`config.mk`:
```
export PLATFORM = sky130hd
export DESIGN_NAME = vpw_frame_decoder
export DESIGN_NICKNAME = d
export VERILOG_FILES = /design/src/rtl/vpw_pkg.sv /design/src/rtl/vpw_edge_timer.sv /design/src/rtl/vpw_width_class.sv /design/src/rtl/vpw_frame_fsm.sv /design/src/rtl/vpw_frame_decoder.sv
export SDC_FILE = /design/constraint.sdc
export NUM_CORES = 1
export LEC_CHECK = 0
export BUFFER_PORTS_ARGS = -buffer_cell sky130_fd_sc_hd__buf_4
export CORE_ASPECT_RATIO = 0.9
export CORE_MARGIN = 1.5
export CORE_UTILIZATION = 60
export CTS_BUF_LIST = sky130_fd_sc_hd__clkbuf_4
export DETAILED_ROUTE_END_ITERATION = 12
export GPL_TIMING_DRIVEN = 0
export PLACE_DENSITY_LB_ADDON = 0.1
export SYNTH_ARGS = -nofsm -noshare
export SYNTH_HDL_FRONTEND = slang
export SYNTH_SLANG_ARGS = --single-unit
```
`constraint.sdc`:
```
create_clock -name clk -period 3.66 [get_ports clk]
set_clock_uncertainty 0.2 [all_clocks]
set_input_delay 0.183 -clock clk [delete_from_list [all_inputs] [get_ports clk]]
set_output_delay 0.183 -clock clk [all_outputs]
set_load 0.02 [all_outputs]
```
`src/rtl/vpw_pkg.sv`:
```
package vpw_pkg;

  // width class of one measured bus segment
  typedef enum logic [1:0] {
    W_SHORT = 2'd0,
    W_LONG  = 2'd1,
    W_DELIM = 2'd2,
    W_BAD   = 2'd3
  } wclass_t;

  // frame walker position
  typedef enum logic [1:0] {
    ST_IDLE = 2'd0,
    ST_DATA = 2'd1,
    ST_NORM = 2'd2,
    ST_RESP = 2'd3
  } fstate_t;

  // one byte through the 8-bit check register, polynomial 0x1D, MSB first
  function automatic logic [7:0] crc8_byte(input logic [7:0] cur, input logic [7:0] din);
    logic [7:0] r;
    r = cur;
    for (int i = 7; i >= 0; i--) begin
      if (r[7] ^ din[i]) r = {r[6:0], 1'b0} ^ 8'h1D;
      else               r = {r[6:0], 1'b0};
    end
    return r;
  endfunction

endpackage

```
`src/rtl/vpw_edge_timer.sv`:
```
module vpw_edge_timer #(
  parameter int CNT_W   = 10,
  parameter int EOF_MIN = 260
) (
  input  logic             clk,
  input  logic             rst_n,
  input  logic             tick,
  input  logic             bus_in,
  output logic             seg_done,
  output logic             seg_level,
  output logic [CNT_W-1:0] seg_width,
  output logic             eof_hit
);
  localparam logic [CNT_W-1:0] CNT_MAX = {CNT_W{1'b1}};
  localparam logic [CNT_W-1:0] EOF_PRE = CNT_W'(EOF_MIN - 1);

  logic             sync_a, sync_b, lvl_q;
  logic [CNT_W-1:0] cnt;
  logic             edge_w;

  assign edge_w = sync_b ^ lvl_q;

  always_ff @(posedge clk or negedge rst_n) begin
    if (!rst_n) begin
      sync_a <= 1'b0;
      sync_b <= 1'b0;
      lvl_q  <= 1'b0;
      cnt    <= '0;
    end else begin
      sync_a <= bus_in;
      sync_b <= sync_a;
      lvl_q  <= sync_b;
      if (edge_w)                    cnt <= tick ? CNT_W'(1) : '0;
      else if (tick && cnt != CNT_MAX) cnt <= cnt + CNT_W'(1);
    end
  end

  assign seg_done  = edge_w;
  assign seg_level = lvl_q;
  assign seg_width = cnt;
  assign eof_hit   = tick && !edge_w && !lvl_q && (cnt == EOF_PRE);

  AST_CNT_RESTART: assert property (@(posedge clk) disable iff (!rst_n)
    edge_w |=> (cnt <= CNT_W'(1)));

endmodule

```
`src/rtl/vpw_width_class.sv`:
```
module vpw_width_class
  import vpw_pkg::*;
#(
  parameter int CNT_W   = 10,
  parameter int T_SHORT = 64,
  parameter int T_LONG  = 128,
  parameter int T_SOF   = 200,
  parameter int T_EOD   = 200,
  parameter int T_TOL   = 20
) (
  input  logic             level,
  input  logic [CNT_W-1:0] width,
  output wclass_t          cls,
  output logic             bit_val
);
  function automatic logic in_win(input int w, input int nom);
    return (w >= nom - T_TOL) && (w <= nom + T_TOL);
  endfunction

  int w_i;

  always_comb begin
    w_i = int'(width);
    if (in_win(w_i, T_SHORT))                 cls = W_SHORT;
    else if (in_win(w_i, T_LONG))             cls = W_LONG;
    else if (level && in_win(w_i, T_SOF))     cls = W_DELIM;
    else if (!level && in_win(w_i, T_EOD))    cls = W_DELIM;
    else                                      cls = W_BAD;
    // short symbol carries the opposite of its level, long carries the level
    bit_val = level ^ (cls == W_SHORT);
  end

endmodule

```
`src/rtl/vpw_frame_fsm.sv`:
```
module vpw_frame_fsm
  import vpw_pkg::*;
#(
  parameter int MAX_BYTES = 12
) (
  input  logic       clk,
  input  logic       rst_n,
  input  logic       seg_done,
  input  logic       seg_level,
  input  wclass_t    cls,
  input  logic       bit_val,
  input  logic       eof_hit,
  input  logic       m_ready,
  output logic       m_valid,
  output logic [7:0] m_data,
  output logic       m_resp,
  output logic       frm_start,
  output logic       frm_end,
  output logic       frm_err,
  output logic       crc_bad,
  output logic       ovr_err,
  output logic       resp_phase,
  output logic       resp_crc
);
  localparam int BC_W = $clog2(MAX_BYTES + 1);
  localparam logic [BC_W-1:0] BC_LIM = BC_W'(MAX_BYTES);

  fstate_t         state;
  logic [7:0]      shreg, last_byte, crc, crc_prev;
  logic [2:0]      bitcnt;
  logic [BC_W-1:0] byte_cnt;

  logic [7:0] shift_nx;
  logic is_sym, is_bit, byte_done, over, emit, at_bound;
  logic do_start, do_err, do_norm, do_resp, do_end, do_check;

  always_comb begin
    shift_nx  = {shreg[6:0], bit_val};
    is_sym    = (cls == W_SHORT) || (cls == W_LONG);
    is_bit    = seg_done && is_sym && (state == ST_DATA || state == ST_RESP);
    byte_done = is_bit && (bitcnt == 3'd7);
    over      = byte_done && (byte_cnt == BC_LIM);
    emit      = byte_done && !over;
    at_bound  = (bitcnt == 3'd0) && (byte_cnt != '0);
    do_start = 1'b0; do_err = 1'b0; do_norm = 1'b0;
    do_resp  = 1'b0; do_end = 1'b0; do_check = 1'b0;
    case (state)
      ST_IDLE: do_start = seg_done && seg_level && (cls == W_DELIM);
      ST_DATA: begin
        if (seg_done) begin
          if (is_sym)                                do_err = over;
          else if (!seg_level && cls == W_DELIM && at_bound) begin
            do_norm = 1'b1; do_check = 1'b1;
          end else                                   do_err = 1'b1;
        end else if (eof_hit) begin
          if (at_bound) begin do_end = 1'b1; do_check = 1'b1; end
          else            do_err = 1'b1;
        end
      end
      ST_NORM: if (seg_done) begin
        if (seg_level && is_sym) do_resp = 1'b1;
        else                     do_err  = 1'b1;
      end
      default: begin
        if (seg_done) do_err = !is_sym || over;
        else if (eof_hit) begin
          if (bitcnt == 3'd0) do_end = 1'b1;
          else                do_err = 1'b1;
        end
      end
    endcase
  end

  always_ff @(posedge clk or negedge rst_n) begin
    if (!rst_n) begin
      state <= ST_IDLE; shreg <= '0; last_byte <= '0; crc <= 8'hFF; crc_prev <= 8'hFF;
      bitcnt <= '0; byte_cnt <= '0; m_valid <= 1'b0; m_data <= '0; m_resp <= 1'b0;
      frm_start <= 1'b0; frm_end <= 1'b0; frm_err <= 1'b0; crc_bad <= 1'b0;
      ovr_err <= 1'b0; resp_crc <= 1'b0;
    end else begin
      frm_start <= do_start;
      frm_end   <= do_end;
      frm_err   <= do_err;
      crc_bad   <= do_check && (last_byte != ~crc_prev);
      ovr_err   <= emit && m_valid && !m_ready;
      if (do_start) begin
        state <= ST_DATA; bitcnt <= '0; byte_cnt <= '0;
        crc <= 8'hFF; crc_prev <= 8'hFF; resp_crc <= 1'b0;
      end
      if (is_bit && !do_err) begin
        shreg  <= shift_nx;
        bitcnt <= bitcnt + 3'd1;
      end
      if (emit) begin
        byte_cnt  <= byte_cnt + BC_W'(1);
        last_byte <= shift_nx;
        if (state == ST_DATA) begin
          crc_prev <= crc;
          crc      <= crc8_byte(crc, shift_nx);
        end
      end
      if (do_norm) state <= ST_NORM;
      if (do_resp) begin state <= ST_RESP; resp_crc <= (cls == W_LONG); end
      if (do_end || do_err) state <= ST_IDLE;
      // single holding register toward the sink
      if (emit && (!m_valid || m_ready)) begin
        m_valid <= 1'b1; m_data <= shift_nx; m_resp <= (state == ST_RESP);
      end else if (m_ready) begin
        m_valid <= 1'b0;
      end
    end
  end

  assign resp_phase = (state == ST_RESP);

  AST_HOLD_STABLE: assert property (@(posedge clk) disable iff (!rst_n)
    (m_valid && !m_ready) |=> (m_valid && $stable(m_data) && $stable(m_resp)));
  AST_BYTE_LIMIT: assert property (@(posedge clk) disable iff (!rst_n)
    byte_cnt <= BC_LIM);
  AST_START_ENTERS_DATA: assert property (@(posedge clk) disable iff (!rst_n)
    frm_start |-> (state == ST_DATA));
  AST_RESP_AFTER_NORM: assert property (@(posedge clk) disable iff (!rst_n)
    $rose(resp_phase) |-> ($past(state) == ST_NORM));
  AST_END_TO_IDLE: assert property (@(posedge clk) disable iff (!rst_n)
    frm_end |-> (state == ST_IDLE && !frm_err));
  AST_ERR_TO_IDLE: assert property (@(posedge clk) disable iff (!rst_n)
    frm_err |-> (state == ST_IDLE));

endmodule

```
`src/rtl/vpw_frame_decoder.sv`:
```
module vpw_frame_decoder #(
  parameter int T_SHORT   = 64,
  parameter int T_LONG    = 128,
  parameter int T_SOF     = 200,
  parameter int T_EOD     = 200,
  parameter int T_EOF     = 280,
  parameter int T_TOL     = 20,
  parameter int MAX_BYTES = 12
) (
  input  logic       clk,
  input  logic       rst_n,
  input  logic       tick_us,
  input  logic       bus_in,
  input  logic       m_ready,
  output logic       m_valid,
  output logic [7:0] m_data,
  output logic       m_resp,
  output logic       frm_start,
  output logic       frm_end,
  output logic       frm_err,
  output logic       crc_bad,
  output logic       ovr_err,
  output logic       resp_phase,
  output logic       resp_crc
);
  localparam int EOF_MIN = T_EOF - T_TOL;
  localparam int CNT_W   = $clog2(T_EOF + T_TOL + 2) + 1;

  logic             seg_done, seg_level, eof_hit, bit_val;
  logic [CNT_W-1:0] seg_width;
  vpw_pkg::wclass_t cls;

  vpw_edge_timer #(.CNT_W(CNT_W), .EOF_MIN(EOF_MIN)) u_timer (
    .clk(clk), .rst_n(rst_n), .tick(tick_us), .bus_in(bus_in),
    .seg_done(seg_done), .seg_level(seg_level), .seg_width(seg_width), .eof_hit(eof_hit)
  );

  vpw_width_class #(
    .CNT_W(CNT_W), .T_SHORT(T_SHORT), .T_LONG(T_LONG),
    .T_SOF(T_SOF), .T_EOD(T_EOD), .T_TOL(T_TOL)
  ) u_class (
    .level(seg_level), .width(seg_width), .cls(cls), .bit_val(bit_val)
  );

  vpw_frame_fsm #(.MAX_BYTES(MAX_BYTES)) u_fsm (
    .clk(clk), .rst_n(rst_n), .seg_done(seg_done), .seg_level(seg_level),
    .cls(cls), .bit_val(bit_val), .eof_hit(eof_hit), .m_ready(m_ready),
    .m_valid(m_valid), .m_data(m_data), .m_resp(m_resp),
    .frm_start(frm_start), .frm_end(frm_end), .frm_err(frm_err),
    .crc_bad(crc_bad), .ovr_err(ovr_err), .resp_phase(resp_phase), .resp_crc(resp_crc)
  );

endmodule

```
### Word level (Yosys, flattened, before mapping)

Index checks and enable logic that the tools add are counted.

| storage, ports and cells | value |
|---|---|
| register bits | 69 |
| bits of input ports | 5 |
| output and inout port bits | 17 |

| cells by class | value |
|---|---|
| $lt $le $gt $ge | 6 |
| muxes and demuxes | 75 |
| equal/unequal tests | 10 |
| add/subtract/negate cells | 3 |
| reduce and logical (&&, ||, !) cells | 48 |
| bitwise gates (word level) | 19 |

Operator list:

| cell | number |
|---|---|
| $mux 8 | 20 |
| $mux 5 | 8 |
| $mux 1 | 32 |
| $not 4->4 | 8 |
| $logic_and 1x1->1 | 25 |
| $le 10x8->1 const B | 2 |
| $mux 10 | 2 |
| $mux 2 | 7 |
| $add 10x1->10 const B | 1 |
| $eq 10x9->1 const B | 1 |
| $ge 10x6->1 const B | 1 |
| $ge 10x7->1 const B | 1 |
| $ge 10x8->1 const B | 1 |
| $le 10x7->1 const B | 1 |
| $ne 10x10->1 const B | 1 |
| $reduce_bool 2->1 | 5 |
| $xor 1x1->1 | 10 |
| $mux 4 | 2 |
| $ne 8x8->1 | 1 |
| $not 8->8 | 1 |
| $reduce_bool 4->1 | 2 |
| $logic_not 1->1 | 7 |
| $eq 2x2->1 const B | 3 |
| $mux 3 | 2 |
| other kinds (11) | 17 |

### Logic depth before layout (Yosys ltp)

Gate-level depths: netlist (run 1).

| logic depth | value |
|---|---|
| depth after elaboration | 44 |
| gate-level depth with buffers | 10 |

### By module

Synthesis (run 1) repeated with hierarchy kept, for this count alone.

| second synthesis, totals | value |
|---|---|
| cell total of the unflattened synthesis | 355 |
| area total of the unflattened synthesis | 3676.0 um2 |

Modules (own cells, without submodules):

| module | area an instance (um2) | cells each | sequential area each (um2) | instances |
|---|---|---|---|---|
| vpw_frame_fsm | 2746.4 | 263 | 1421.4 | 1 |
| vpw_edge_timer | 775.7 | 73 | 325.3 | 1 |
| vpw_width_class | 153.9 | 19 | 0.0 | 1 |

### Worst setup path before layout (run 1)

OpenSTA, ideal clock, no wires.

| path | value |
|---|---|
| path type | register to register |
| start point | reg u_timer.cnt[8], in the netlist u_timer.seg_width[8] |
| end point | reg u_fsm.crc[3] |
| data arrival time | 1.981 ns |
| setup time | 0.089 ns |
| slack | 1.390 ns |
| data required time | 3.371 ns |
| cell stages (with the launch flop) | 9 |
| cell sequence | dfrtp_1 buf_2 nor3_2 nor4b_4 a31oi_4 xnor3_2 xnor2_1 nor2_1 a211oi_1 |

| on the way | value |
|---|---|
| longest elaborated chain between the ends | 16 |

RTL lines:

| element | RTL line | source |
|---|---|---|
| start, declared | vpw_edge_timer.sv:18 | `logic [CNT_W-1:0] cnt;` |
| start signal, assigned | vpw_edge_timer.sv:33 | `if (edge_w) cnt <= tick ? CNT_W'(1) : '0;` |
| start signal, assigned | vpw_edge_timer.sv:34 | `else if (tick && cnt != CNT_MAX) cnt <= cnt + CNT_W'(1);` |
| $ge 10x8->1 or $le 10x8->1 (tied branches) | vpw_width_class.sv:17 | `return (w >= nom - T_TOL) && (w <= nom + T_TOL);` |
| $logic_and 1x1->1 | vpw_width_class.sv:17 |  |
| $logic_and 1x1->1 | vpw_width_class.sv:27 | `else if (!level && in_win(w_i, T_EOD)) cls = W_DELIM;` |
| $mux 1 | vpw_width_class.sv:27 |  |
| $mux 2 | vpw_width_class.sv:26 | `else if (level && in_win(w_i, T_SOF)) cls = W_DELIM;` |
| $mux 2 | vpw_width_class.sv:25 | `else if (in_win(w_i, T_LONG)) cls = W_LONG;` |
| $mux 2 (*) | vpw_width_class.sv:24 | `if (in_win(w_i, T_SHORT)) cls = W_SHORT;` |
| $eq 2x1->1 or $logic_not 2->1 (tied branches) | vpw_frame_fsm.sv:39, vpw_width_class.sv:30 |  |
| $logic_or 1x1->1 | vpw_frame_fsm.sv:39 | `is_sym = (cls == W_SHORT) \|\| (cls == W_LONG);` |
| $logic_and 1x1->1 (2 in series) | vpw_frame_fsm.sv:40 | `is_bit = seg_done && is_sym && (state == ST_DATA \|\| state == ST_RESP);` |
| $logic_and 1x1->1 | vpw_frame_fsm.sv:41 | `byte_done = is_bit && (bitcnt == 3'd7);` |
| $logic_and 1x1->1 | vpw_frame_fsm.sv:42 | `over = byte_done && (byte_cnt == BC_LIM);` |
| $logic_not 1->1 | vpw_frame_fsm.sv:43 | `emit = byte_done && !over;` |
| $logic_and 1x1->1 | vpw_frame_fsm.sv:43 |  |
| $mux 8 (*) | vpw_frame_fsm.sv:94 | `if (emit) begin` |
| end signal, assigned | vpw_frame_fsm.sv:99 | `crc <= crc8_byte(crc, shift_nx);` |
| end, declared | vpw_frame_fsm.sv:29 | `logic [7:0] shreg, last_byte, crc, crc_prev;` |

Mark *: on every way between the ends. The rest lies on a longest branch, timed or not.
A chain may end at the register's enable or synchronous reset.

### Final worst setup path (run 1)

| path | value |
|---|---|
| start point | reg u_timer.cnt[5], in the netlist u_timer.seg_width[5] |
| end point | reg u_fsm.crc[3] |

The elaborated chain is that of the path after synthesis.

==> results of run 1 <==
==> power groups by stage <==
| stage | clock network [mW] | registers, mW | logic (mW) |
|---|---|---|---|
| after floorplan | 0 | 0.792 | 0.0355 |
| after global placement | 0 | 0.792 | 0.0645 |
| after detailed placement | 0 | 0.792 | 0.0659 |
| after CTS | 0.483 | 0.778 | 0.0698 |
| after global routing | 0.515 | 0.780 | 0.0790 |
| final | 0.471 | 0.778 | 0.0687 |
==> worst min-delay path by stage <==
stage	start	to	slack, ps	depth (start not counted)
after floorplan	rst_n	u_fsm.bitcnt[0]	-310	0
after global placement	bus_in	u_timer.sync_a	90	1
after detailed placement	bus_in	u_timer.sync_a	90	1
after CTS	u_timer.sync_a	u_timer.sync_b	170	0
after global routing	u_timer.sync_a	u_timer.sync_b	190	0
final	u_timer.sync_a	u_timer.sync_b	170	0
==> layer usage <==
| layer | track usage, % | part of all wire, % |
|---|---|---|
| met2 | 37.9 | 46 |
| met3 | 6.35 | 4.6 |
| met1 | 34.1 | 48 |
| met4 | 7.26 | 1.2 |
| met5 | 0 | 0 |
==> area by class of cell <==
| cell class | count | area share (%) |
|---|---|---|
| Multi-Input combinational cell | 251 | 43.9 |
| Timing Repair Buffer | 25 | 4.85 |
| Clock inverter | 6 | 1.32 |
| Clock buffer | 10 | 1.84 |
| Tap cell | 70 | 2.15 |
| Inverter | 12 | 1.11 |
| Sequential cell | 69 | 42.9 |
| Buffer | 17 | 1.97 |
==> state kept, by name, indices dropped and copies added, names as in the netlist, 2 cells and up <==
signal and cells:
u_timer.seg_width 10, u_fsm.crc 8, u_fsm.crc_prev 8, u_fsm.last_byte 8, u_fsm.m_data 8, u_fsm.shreg 7, u_fsm.byte_cnt 4, u_fsm.bitcnt 3
u_fsm.state 2
==> per-stage QoR <==
stage	util, %	area [um2]	hold slack (ps)	power [mW]	setup slack [ps]
floorplan	-	3660	-313	0.827	1390
global placement	67.4	3910	92.5	0.856	1080
detailed placement	67.4	3910	93.3	0.858	1060
CTS	70.4	4070	175	1.33	1010
global route	70.4	4070	187	1.37	760
finish	70.4	4070	173	1.32	984
==> worst max-delay path, cell delays in order, from the launching register on <==
cell and delay, ps:
sky130_fd_sc_hd__dfrtp_1 370, sky130_fd_sc_hd__buf_2 170, sky130_fd_sc_hd__and2b_1 270, sky130_fd_sc_hd__o2bb2ai_1 140, sky130_fd_sc_hd__nand3_1 180, sky130_fd_sc_hd__nor4b_2 650
sky130_fd_sc_hd__buf_2 350, sky130_fd_sc_hd__nor3_1 80, sky130_fd_sc_hd__a211oi_1 200
==> synth_stat cells, types with 5 or more instances <==
master / n / area [um2]
sky130_fd_sc_hd__mux2_2: 18 / 203
sky130_fd_sc_hd__nand2_1: 56 / 210
sky130_fd_sc_hd__inv_1: 12 / 45.0
sky130_fd_sc_hd__nor3_1: 7 / 35.0
sky130_fd_sc_hd__nand4_1: 5 / 31.3
sky130_fd_sc_hd__clkbuf_1: 6 / 22.5
sky130_fd_sc_hd__and2_1: 10 / 62.6
sky130_fd_sc_hd__and3_1: 5 / 31.3
sky130_fd_sc_hd__o21ai_0: 18 / 90.1
sky130_fd_sc_hd__nor2b_1: 9 / 56.3
sky130_fd_sc_hd__ha_1: 8 / 100
sky130_fd_sc_hd__xor2_1: 10 / 87.6
sky130_fd_sc_hd__nand3_1: 7 / 35.0
sky130_fd_sc_hd__dfstp_2: 16 / 420
sky130_fd_sc_hd__nor2_1: 13 / 48.8
sky130_fd_sc_hd__a21oi_1: 7 / 35.0
sky130_fd_sc_hd__buf_2: 10 / 50.1
sky130_fd_sc_hd__nand3b_1: 5 / 37.5
sky130_fd_sc_hd__xnor2_1: 26 / 228
sky130_fd_sc_hd__dfrtp_1: 53 / 1330
==> cell families (layout without fill, tap and decap cells) <==
logic type | count (synthesis) | in the layout | share of synthesized area [%]
AO/OA/AOI/OAI | 48 | 48 | 9.09
XOR/XNOR | 43 | 43 | 12.3
adder cells (fa/ha/maj) | 8 | 8 | 2.74
buffers and inverters | 29 | 70 | 3.42
flip-flops | 69 | 69 | 47.7
multiplexers | 19 | 19 | 5.81
AND/OR/NAND/NOR | 133 | 133 | 18.9
==> key figures, run 1 <==
Outcome
  – Outcome: complete, but fails checks
  – Failing checks: design-rule violations

Logic synthesis
  – Share of the yosys chip area belonging to registers: 47.7%
  – Count of warnings emitted by yosys: 0
  – Gate count of the mapped netlist: 349
  – Post-synth net total: 362
  – Number of synthesized register bits: 69
  – Number of synthesized flops with an enable pin: 0
  – Netlist cell types: 54
  – Cell area after technology mapping: 3660 um2
  – Async S/R FF share, synth: 100%
  – Post-synthesis area per instance: 10.5 um2
  – Most common flop cell mapped by yosys: sky130_fd_sc_hd__dfrtp_1

Power and ir drop
  – Clock Power Share: 35.8%
  – Power Density: 324 nW/um2
  – Proportion of total power due to net switching: 23.7%
  – Switching power of the nets: 313 uW
  – Internal cell power: 1.01 mW
  – Part of the total power dissipated in sequential elements: 59.0%
  – Worst supply voltage drop on vdd: 0.000254 V
  – Proportion of power drawn by combinational gates: 5.2%
  – Pleak: 1.98 nW

Global routing
  – Overflow left after global routing: 0
  – Total track usage: 24.4%
  – Initial antenna violation count: 0
  – Global-route wire length before repair: 12.2 mm
  – Number of global-route vias before repair: 2,525
  – Maximum number of pins on one net before global-route repair: 70

Timing
  – Final period utilization: 73.1%
  – Setup-violating endpoint count in the final report: 0
  – Max-slew headroom: 43.6%
  – Setup repair after global routing missed its margin: no
  – Highest clock frequency the design can meet: 374 MHz
  – Number of max-slew violations in the final report: 0
  – Crit path time final: 2680 ps
  – Number of hold violations in the final report: 0
  – Actual transition at the worst max-transition pin: 846 ps
  – Final-layout setup total negative slack: 0 ps

Placed design
  – Placed cell count: 440
  – GP Congestion: 0.858
  – Number of buffers added on ports: 21
  – Post-DP HPWL: 5.04 mm

Critical path
  – Worst reg2reg path depth: 8
  – Startpoint class of the critical path: flip-flop
  – Setup crit end kind: flip-flop
  – Maximum fanout count along the critical path: 10
  – Worst path arrival time: 2810 ps
  – Required time worst endpoint: 3790 ps
  – Worst setup path endpoint: u_fsm.crc[3]
  – RR Endpoint: u_fsm.crc[3]
  – Reg2Reg Launch Point: u_timer.seg_width[5]
  – Worst setup path class: flip-flop to flip-flop
  – Launch point of the critical path: u_timer.seg_width[5]
  – Worst setup slack for register-to-register paths: 980 ps

Cells and area
  – Synth-to-Final Area Change: 11.3%
  – Number of fill cells: 470
  – Antenna Cells: 0
  – Non-filler cells in the finished layout: 460
  – NumNets Final: 398
  – Most common library cell in the layout ignoring fill and taps: sky130_fd_sc_hd__nand2_1
  – Multi-input combinational cell area: 1790 um2
  – Commonest cells after routing, fill and taps aside: sky130_fd_sc_hd__nand2_1 (56), sky130_fd_sc_hd__dfrtp_1 (53), sky130_fd_sc_hd__xnor2_1 (26)
  – Sequential cell area: 1750 um2
  – Share of post-route cells with drive strength above 1: 24.4%

Floorplanning
  – Starting utilization of the core area: 63.2%
  – Num ports: 22
  – Die boundary width: 85.3 um
  – Num rows: 26
  – Core Box Area: 5790 um2
  – Die H: 77.1 um
  – Full die area: 6580 um2

Clock network
  – Clock insertion delay at the later pin of the skew report: 410 ps
  – CTS H-tree depth: 3
  – CTS tree: yes
  – Clock Root Buffer: sky130_fd_sc_hd__clkbuf_4
  – Number of clock sinks: 69
  – Clock Path Buffers: 2
  – Number of buffers added to fix hold violations after cts: 4
  – Clock-pin slew of the registers on the worst-case setup and hold paths: 110 ps
  – Setup fix buffers added after clock tree synthesis: 0
  – CTS buffer count: 9
  – Count of cells resized by post-cts repair: 0

Drt
  – Vias: 2,589
  – Detailed-route vias per instance: 5.63
  – Number of iterations in the first detailed-routing pass: 8
  – Total length of routed wires: 7.14 mm
  – Number of routed nets with antenna violations: 0
  – Routed wire per std cell: 15.5 um
  – Total DRC errors in the routed layout: 3
  – Drt first-iter violations: 159

Hold path
  – Min-Delay Path Class: flip-flop to flip-flop

Flow run
  – Max-cap violations: 0
(Power assumes the default switching activity.)
==> run 2: changes to the inputs <==
==> constraint.sdc (replaced) <==
create_clock -name clk -period 2.5 [get_ports clk]
set_clock_uncertainty 0.2 [all_clocks]
set_input_delay 0.125 -clock clk [delete_from_list [all_inputs] [get_ports clk]]
set_output_delay 0.125 -clock clk [all_outputs]
set_load 0.02 [all_outputs]
==> key figures, run 2 (same netlist as run 1, synthesis figures left out) <==
Drt
  – Number of iterations in the first detailed-routing pass: 8 (unchanged)
  – M1 wire length: 3.56 mm (was 3.42 mm)
  – Number of routed nets with antenna violations: 0 (unchanged)
  – DR WL met2: 3.50 mm (was 3.30 mm)
  – Total DRC errors in the routed layout: 3 (unchanged)
  – Vias: 2,625 (was 2,589)
  – Routed wire per std cell: 15.9 um (was 15.5 um)
  – Total length of routed wires: 7.45 mm (was 7.14 mm)
  – Drt first-iter violations: 119 (was 159)
  – Max layer used: met4 (unchanged)
  – Detailed-route vias per instance: 5.61 (was 5.63)
  – Met3 wirelength from detailed routing: 283 um (was 332 um)

Clock network
  – CTS buffer count: 9 (unchanged)
  – Clock-pin slew of the registers on the worst-case setup and hold paths: 110 ps (about the same)
  – Number of clock sinks: 69 (unchanged)
  – Clock Root Buffer: sky130_fd_sc_hd__clkbuf_4 (unchanged)
  – CTS H-tree depth: 3 (unchanged)
  – Clock Path Buffers: 2 (unchanged)
  – CTS tree: yes (unchanged)
  – Clock insertion delay at the later pin of the skew report: 410 ps (about the same)

Cells and area
  – Synth-to-Final Area Change: 16.2% (was 11.3%)
  – Non-filler cells in the finished layout: 468 (was 460)
  – Commonest cells after routing, fill and taps aside: sky130_fd_sc_hd__nand2_1 (55), sky130_fd_sc_hd__dfrtp_1 (52), sky130_fd_sc_hd__buf_4 (34) (was sky130_fd_sc_hd__nand2_1 (56), sky130_fd_sc_hd__dfrtp_1 (53), sky130_fd_sc_hd__xnor2_1 (26))
  – Multi-input combinational cell area: 1890 um2 (was 1790 um2)
  – Number of fill cells: 442 (was 470)
  – Share of post-route cells with drive strength above 1: 29.4% (was 24.4%)
  – Sequential cell area: 1750 um2 (about the same)
  – Max reg flops: 10 (unchanged)
  – NumNets Final: 406 (was 398)
  – Antenna Cells: 0 (unchanged)
  – Most common library cell in the layout ignoring fill and taps: sky130_fd_sc_hd__nand2_1 (unchanged)

Timing
  – Worst hold margin: 149 ps (was 173 ps)
  – Final Worst Setup Slack: 54.3 ps (was 984 ps)
  – Number of max-slew violations in the final report: 0 (unchanged)
  – Number of hold violations in the final report: 0 (unchanged)
  – Crit path time final: 2450 ps (was 2680 ps)
  – Setup-violating endpoint count in the final report: 0 (unchanged)
  – Actual transition at the worst max-transition pin: 849 ps (was 846 ps)
  – Setup repair after global routing missed its margin: yes (was no)
  – Max-slew headroom: 43.4% (was 43.6%)
  – Final-layout setup total negative slack: 0 ps (unchanged)
  – Final period utilization: 97.8% (was 73.1%)
  – Highest clock frequency the design can meet: 409 MHz (was 374 MHz)

Critical path
  – Critical path's most frequent cell: sky130_fd_sc_hd__xnor2_2 (was sky130_fd_sc_hd__buf_2)
  – Cells along the critical path: xnor2_4, xnor2_2, xnor2_1, xnor3_2, xnor2_2, nor2_1, a211oi_1 (was buf_2, and2b_1, o2bb2ai_1, nand3_1, nor4b_2, buf_2, nor3_1, a211oi_1)
  – Setup crit end kind: flip-flop (unchanged)
  – Worst setup slack for register-to-register paths: 50 ps (was 980 ps)
  – Startpoint class of the critical path: flip-flop (unchanged)
  – Maximum fanout count along the critical path: 5 (was 10)
  – Top Family by Delay on Critical Path: XOR/XNOR gates (was simple AND/OR/NAND/NOR gates)
  – Highest-delay cell along the critical path: sky130_fd_sc_hd__dfrtp_1 (was sky130_fd_sc_hd__nor4b_2)
  – Delay of the slowest critical-path stage: 530 ps (was 650 ps)
  – Sum of buffers and inverters on the critical path: 0 (was 2)
  – Worst setup path class: flip-flop to flip-flop (unchanged)
  – Worst path arrival time: 2570 ps (was 2810 ps)
  – Required time worst endpoint: 2630 ps (was 3790 ps)

Power and ir drop
  – Worst supply voltage drop on vdd: 0.000395 V (was 0.000254 V)
  – Proportion of power drawn by combinational gates: 5.6% (was 5.2%)
  – Power Density: 456 nW/um2 (was 324 nW/um2)
  – Switching power of the nets: 461 uW (was 313 uW)
  – Clock Power Share: 35.6% (was 35.8%)
  – Pleak: 2.05 nW (was 1.98 nW)
  – Proportion of total power due to net switching: 23.8% (was 23.7%)
  – Internal cell power: 1.48 mW (was 1.01 mW)
  – Part of the total power dissipated in sequential elements: 58.9% (was 59.0%)
  – Total power consumption of the routed design: 1.94 mW (was 1.32 mW)

Placed design
  – Number of buffers added on ports: 21 (unchanged)
  – Post-DP HPWL: 5.04 mm (unchanged)
  – Placed cell count: 440 (unchanged)
  – GP Congestion: 0.858 (unchanged)
  – Pre-CTS WS: -104 ps (was 1060 ps)

Hold path
  – Min-Delay Path Class: primary input to asynchronous set/reset pin (was flip-flop to flip-flop)

Global routing
  – Global-route wire length before repair: 12.3 mm (was 12.2 mm)
  – Overflow left after global routing: 0 (unchanged)
  – Maximum number of pins on one net before global-route repair: 70 (unchanged)
  – Number of global-route vias before repair: 2,527 (was 2,525)
  – Initial antenna violation count: 0 (unchanged)
  – Total track usage: 24.6% (was 24.4%)

Floorplanning
  – Die H: 77.1 um (unchanged)
  – Starting utilization of the core area: 63.2% (unchanged)
  – Core Box Area: 5790 um2 (unchanged)
  – Num rows: 26 (unchanged)
  – Full die area: 6580 um2 (unchanged)
  – Num ports: 22 (unchanged)
  – Die boundary width: 85.3 um (unchanged)

Flow run
  – Max-cap violations: 0 (unchanged)

Outcome
  – Failing checks: design-rule violations (unchanged)
  – Outcome: complete, but fails checks (unchanged)
[run 2: layer usage]
metal  global-route usage, %  vias up
li1                        -     1281
met1                    34.3     1280
met2                    38.3       54
met3                    6.24       10
met4                    7.10        0
met5                       0        -
[run 2: cell type report]
type                    instances  area share (%)
clock buffers                  10            1.76
flip-flops and latches         69            41.1
plain buffers                  15            1.94
clock inverters                 6            1.26
repair buffers                 35            6.41
well taps                      70            2.06
multi-input cells             251            44.4
inverters                      12            1.06
[run 2: per-stage QoR]
stage          area (um2)  util (%)
6_report             4250      73.5
4_1_cts              4100      70.9
2_1_floorplan        3660         -
3_5_place_dp         3910      67.4
5_1_grt              4250      73.5
3_3_place_gp         3910      67.4
[run 2: power groups by stage]
stage | combinational (mW) | sequential [mW] | clock (mW)
finish | 0.108 | 1.14 | 0.690
floorplan | 0.0520 | 1.16 | 0
CTS | 0.103 | 1.14 | 0.707
detailed placement | 0.0964 | 1.16 | 0
global placement | 0.0944 | 1.16 | 0
global route | 0.123 | 1.14 | 0.756
[run 2: path summary, 6_finish.rpt]
path	from	to	depth (start not counted)
max	u_fsm.shreg[3]	u_fsm.crc[3]	7
min	rst_n	u_fsm.m_data[0]	2
max reg2reg	u_fsm.shreg[3]	u_fsm.crc[3]	7
min reg2reg	u_timer.sync_a	u_timer.sync_b	0
max in group asynchronous	rst_n	u_timer.seg_level	2
min in group clk	bus_in	u_timer.sync_a	2
[run 2: timing repair]
action | CTS | global route
pin swaps | 0 | 8
hold endpoints to repair | 58 | 0
gates resized for setup | 7 | 18
gates cloned | 0 | 0
hold buffers | 4 | 0
setup endpoints to repair | 34 | 48
setup buffers | 0 | 10
